File: config.mk
export PLATFORM = sky130hd
export DESIGN_NAME = clk_prescaler
export DESIGN_NICKNAME = d
export VERILOG_FILES = /design/src/rtl/clk_prescaler_pkg.sv /design/src/rtl/clk_prescaler_ctrl.sv /design/src/rtl/clk_prescaler_dp.sv /design/src/rtl/clk_prescaler.sv
export SDC_FILE = /design/constraint.sdc
export NUM_CORES = 1
export LEC_CHECK = 0
export BUFFER_PORTS_ARGS = -buffer_cell sky130_fd_sc_hd__buf_2
export CAP_MARGIN = 20
export CORE_UTILIZATION = 46
export DETAILED_ROUTE_END_ITERATION = 12
export PLACE_DENSITY = 0.79
export SLEW_MARGIN = 10
export SYNTH_ARGS = -nofsm -noshare
export SYNTH_HDL_FRONTEND = slang
export SYNTH_SLANG_ARGS = --single-unit
File: constraint.sdc
create_clock -name clk -period 3.05 [get_ports clk]
set_input_delay 0.61 -clock clk [delete_from_list [all_inputs] [get_ports clk]]
set_output_delay 0.61 -clock clk [all_outputs]
set_load 0.05 [all_outputs]
File: src/rtl/clk_prescaler_pkg.sv
package clk_prescaler_pkg;
  // Strobes from the control half to the counter half
  typedef struct packed {
    logic load;   // copy reload value into the counter
    logic dec;    // count down by one
    logic fire;   // raise the output pulse next cycle
  } pscStrobe_t;
endpackage

File: src/rtl/clk_prescaler_ctrl.sv
module clk_prescaler_ctrl
  import clk_prescaler_pkg::*;
#(
  parameter int DATA_W = 16,
  parameter int MOD_W  = 4,
  localparam int CNT_W = MOD_W + 1
) (
  input  logic              clk,
  input  logic              rstN,
  input  logic              sel,
  input  logic              wrEn,
  input  logic [DATA_W-1:0] wrData,
  input  logic              freezeIn,
  input  logic              termHit,
  output pscStrobe_t        stb,
  output logic [CNT_W-1:0]  loadVal,
  output logic [DATA_W-1:0] rdData
);
  localparam int EN_BIT  = DATA_W - 1;
  localparam int FRZ_BIT = DATA_W - 2;
  localparam logic [CNT_W-1:0] FULL_SPAN = CNT_W'(1) << MOD_W;
  localparam logic [MOD_W-1:0] MUTE_CODE = MOD_W'(1);

  logic             enReg;
  logic             frzReg;
  logic [MOD_W-1:0] modReg;
  logic             running;

  always_ff @(posedge clk or negedge rstN) begin
    if (!rstN) begin
      enReg  <= 1'b0;
      frzReg <= 1'b0;
      modReg <= '0;
    end else if (sel && wrEn) begin
      enReg  <= wrData[EN_BIT];
      frzReg <= wrData[FRZ_BIT];
      modReg <= wrData[MOD_W-1:0];
    end
  end

  always_comb begin
    loadVal = (modReg == '0) ? FULL_SPAN : {1'b0, modReg};
    running = enReg && !(frzReg && freezeIn);
    stb.load = !enReg || (running && termHit);
    stb.dec  = running && !termHit;
    stb.fire = running && termHit && (modReg != MUTE_CODE);
  end

  always_comb begin
    rdData = '0;
    rdData[EN_BIT]      = enReg;
    rdData[FRZ_BIT]     = frzReg;
    rdData[MOD_W-1:0]   = modReg;
  end
endmodule

File: src/rtl/clk_prescaler_dp.sv
module clk_prescaler_dp
  import clk_prescaler_pkg::*;
#(
  parameter int MOD_W  = 4,
  localparam int CNT_W = MOD_W + 1
) (
  input  logic             clk,
  input  logic             rstN,
  input  pscStrobe_t       stb,
  input  logic [CNT_W-1:0] loadVal,
  output logic             termHit,
  output logic [CNT_W-1:0] countVal,
  output logic             tickOut
);
  localparam logic [CNT_W-1:0] RESET_CNT = CNT_W'(1) << MOD_W;

  logic [CNT_W-1:0] cnt;
  logic             tickReg;

  always_ff @(posedge clk or negedge rstN) begin
    if (!rstN) begin
      cnt     <= RESET_CNT;
      tickReg <= 1'b0;
    end else begin
      if (stb.load)
        cnt <= loadVal;
      else if (stb.dec)
        cnt <= cnt - CNT_W'(1);
      tickReg <= stb.fire;
    end
  end

  assign termHit  = (cnt == CNT_W'(1));
  assign countVal = cnt;
  assign tickOut  = tickReg;
endmodule

File: src/rtl/clk_prescaler.sv
module clk_prescaler
  import clk_prescaler_pkg::*;
#(
  parameter int DATA_W = 16,
  parameter int MOD_W  = 4
) (
  input  logic              clk,
  input  logic              rstN,
  input  logic              sel,
  input  logic              wrEn,
  input  logic [DATA_W-1:0] wrData,
  output logic [DATA_W-1:0] rdData,
  input  logic              freezeIn,
  output logic              tickOut
);
  localparam int CNT_W = MOD_W + 1;

  pscStrobe_t       stb;
  logic [CNT_W-1:0] loadVal;
  logic [CNT_W-1:0] countVal;
  logic             termHit;

  clk_prescaler_ctrl #(.DATA_W(DATA_W), .MOD_W(MOD_W)) u_ctrl (
    .clk      (clk),
    .rstN     (rstN),
    .sel      (sel),
    .wrEn     (wrEn),
    .wrData   (wrData),
    .freezeIn (freezeIn),
    .termHit  (termHit),
    .stb      (stb),
    .loadVal  (loadVal),
    .rdData   (rdData)
  );

  clk_prescaler_dp #(.MOD_W(MOD_W)) u_dp (
    .clk      (clk),
    .rstN     (rstN),
    .stb      (stb),
    .loadVal  (loadVal),
    .termHit  (termHit),
    .countVal (countVal),
    .tickOut  (tickOut)
  );
endmodule

==> results.toml <==
[critical_path]
critPathSlowestCell = "dfrtp_1"
worstReg2RegEnd = "u_dp.tickOut"
regToRegSetupSlack_ns = 1.57
crit_required_ns = 2.44
cp_slowest_stage_delay_ns = 0.44
cp_top_family = "flip-flops"
worstPathArrival_ns = 1.01
cp_num_buf_inv = 1
setup.worst_path.start = "u_ctrl.enReg"
reg2reg_from = "u_dp.countVal[1]"
cp-end-kind = "output port"
crit_type = "reg -> out"
crit_chain = "buf_2"
crit_cells = 1
crit_path_start_kind = "flip-flop"
cp_max_fo = 7
reg2regPathDepth = 5

[placement]
place_congestion = 0.7156
hpwl_um = 873.2
place_inst = 98
io_buffers = 17

[outcome]
outcome = "finished, final reports clean"

[logic_synthesis]
synth-seq-cells = 12
netlist_instances = 69
syn_avg_cell_area_um2 = 10.21
ys_seq_area_share_pct = 42.81
syn_area_um2 = 704.4
yosys_warnings = 0
synth.distinct_cells = 23

[cells_and_area]
final_cells = 102
n_antenna_cell = 0
layout.nets = 111
layout_common_cells = "buf_2 (17), dfrtp_1 (11), conb_1 (10)"
drive_gt1_share_pct = 33.33
utilization_pct = 56.96
final_common_cell = "buf_2"
area_delta_synth_final_pct = 10.48

[route]
post_drt_wl_per_cell_um = 10.63
ant_nets = 0
viasPerCell = 4.931
drcViolationCount = 0
drtIter0Drc = 9
vias = 503
drtPass1Iterations = 4
wl_mm = 1.084

[global_route]
grt_usage_pct = 16.17
overflow = 0
grt_pass1_vias = 451
grt_max_degree = 13
grt_pass1_wl_mm = 1.711
antenna_found_initial = 0

[timing]
post-route-min-period_ns = 1.622
rsz0062_at_grt = "no"
slew_violations = 0
setup_viol_count_final = 0
hold_viol = 0
fmax_mhz = 616.6
fin_skew_ns = 0.01498
hold_slack_ns = 0.1981
finalSetupTns_ns = 0
period_share_pct = 53.17

[power]
p_int_uw = 342.2
power_density_mw_per_mm2 = 766.4
power.share.switching_pct = 42.63
power_uw = 596.4
p_sw_uw = 254.2
combPwrFrac_pct = 41.6
power_leakage_nw = 0.3823
p_seq_share_pct = 42.2
ir_drop_uv = 469.8
clockPowerShare_pct = 16.2

[die]
rows = 13
io_pins = 38
start_util_pct = 51.56
die_area_mm2 = 0.001692
fp.coreArea_mm2 = 0.001366
chipWidth_um = 41.13
chipHeight_um = 41.13

[clocking]
numCtsBuffers = 3
clock_sinks = 12
post_cts_buffers = 0
cts_resized = 0
cts_tree = "yes"
insertion_delay_ns = 0.27
cts_max_level = 1
clk_path_buf_depth = 2
cts-root-buf = "clkbuf_4"
path_clk_slew_ns = 0.08
ctsHoldBuffers = 0

[min_path]
worst_hold_path_type = "in -> async"

[run]
drv_cap = 0
-- synth_stat cells, drive strengths merged --
cell type | count | area, um2
nor2 | 5 | 18.77
buf | 12 | 90.09
nand2 | 6 | 25.03
ha | 2 | 25.02
dfstp | 1 | 26.28
nor4 | 2 | 12.51
or3 | 1 | 6.260
nor4b | 1 | 23.77
mux2i | 2 | 20.02
a311oi | 1 | 8.760
o2bb2ai | 3 | 26.28
nor3 | 1 | 5.000
dfrtp | 11 | 275.3
mux2 | 6 | 67.56
a21oi | 3 | 15.01
and2 | 1 | 6.260
o21ai | 3 | 15.01
conb | 1 | 3.750
a32oi | 1 | 8.760
nand3 | 2 | 10.01
inv | 4 | 15.01
-- flip-flops by register name, indices dropped and copies added (netlist names) --
register,cells
u_ctrl.enReg,1
u_dp.countVal,5
u_ctrl.frzReg,1
u_dp.tickOut,1
u_ctrl.modReg,4
-- final cells by class --
| cell class | instances | area, um2 |
|---|---|---|
| clock buffer | 4 | 26.28 |
| fill | 131 | 588.1 |
| inverter | 4 | 15.01 |
| multi-input combinational | 50 | 331.6 |
| tap | 15 | 18.77 |
| timing repair buffer | 17 | 85.08 |
| sequential | 12 | 301.5 |
-- per-layer routing --
metal | vias up | global-route usage (%) | wire length (um)
li1 | 255 | - | -
met1 | 220 | 18.97 | 451
met5 | - | 0 | 0
met2 | 26 | 26.95 | 544
met4 | 0 | 12.10 | 10
met3 | 2 | 1.630 | 78
-- power groups by stage --
stage          clock, mW  combinational (mW)  sequential, mW
6_report          0.0968               0.248           0.252
5_1_grt            0.107               0.270           0.259
4_1_cts            0.101               0.250           0.251
3_5_place_dp           0               0.250           0.254
3_3_place_gp           0               0.240           0.252
2_1_floorplan          0               0.184           0.279
-- stage by stage --
stage	cell area, um2	setup slack (ns)
global route	778.2	1.387
global placement	752.0	1.443
floorplan	738.2	1.659
finish	778.2	1.428
CTS	778.2	1.419
detailed placement	752.0	1.399
-- how the worst max path moves through the flow --
| stage | to | slack (ns) |
|---|---|---|
| 2_1_floorplan | u_dp.countVal[3] | 1.66 |
| 3_3_place_gp | u_dp.countVal[3] | 1.44 |
| 3_5_place_dp | u_dp.countVal[3] | 1.40 |
| 4_1_cts | rdData[15] | 1.42 |
| 5_1_grt | rdData[15] | 1.39 |
| 6_report | rdData[15] | 1.43 |
-- logic make-up (layout without fill, tap and decap cells) --
family | after synthesis | after routing | synth area share, %
AOI/OAI and AO/OA | 11 | 11 | 10.48
adders and majority gates | 2 | 2 | 3.552
buffers and inverters | 16 | 25 | 14.92
DFF | 12 | 12 | 42.81
muxes | 8 | 8 | 12.43
other | 1 | 10 | 0.5323
and+or+nand+nor | 19 | 19 | 15.28
(Power assumes the default switching activity.)
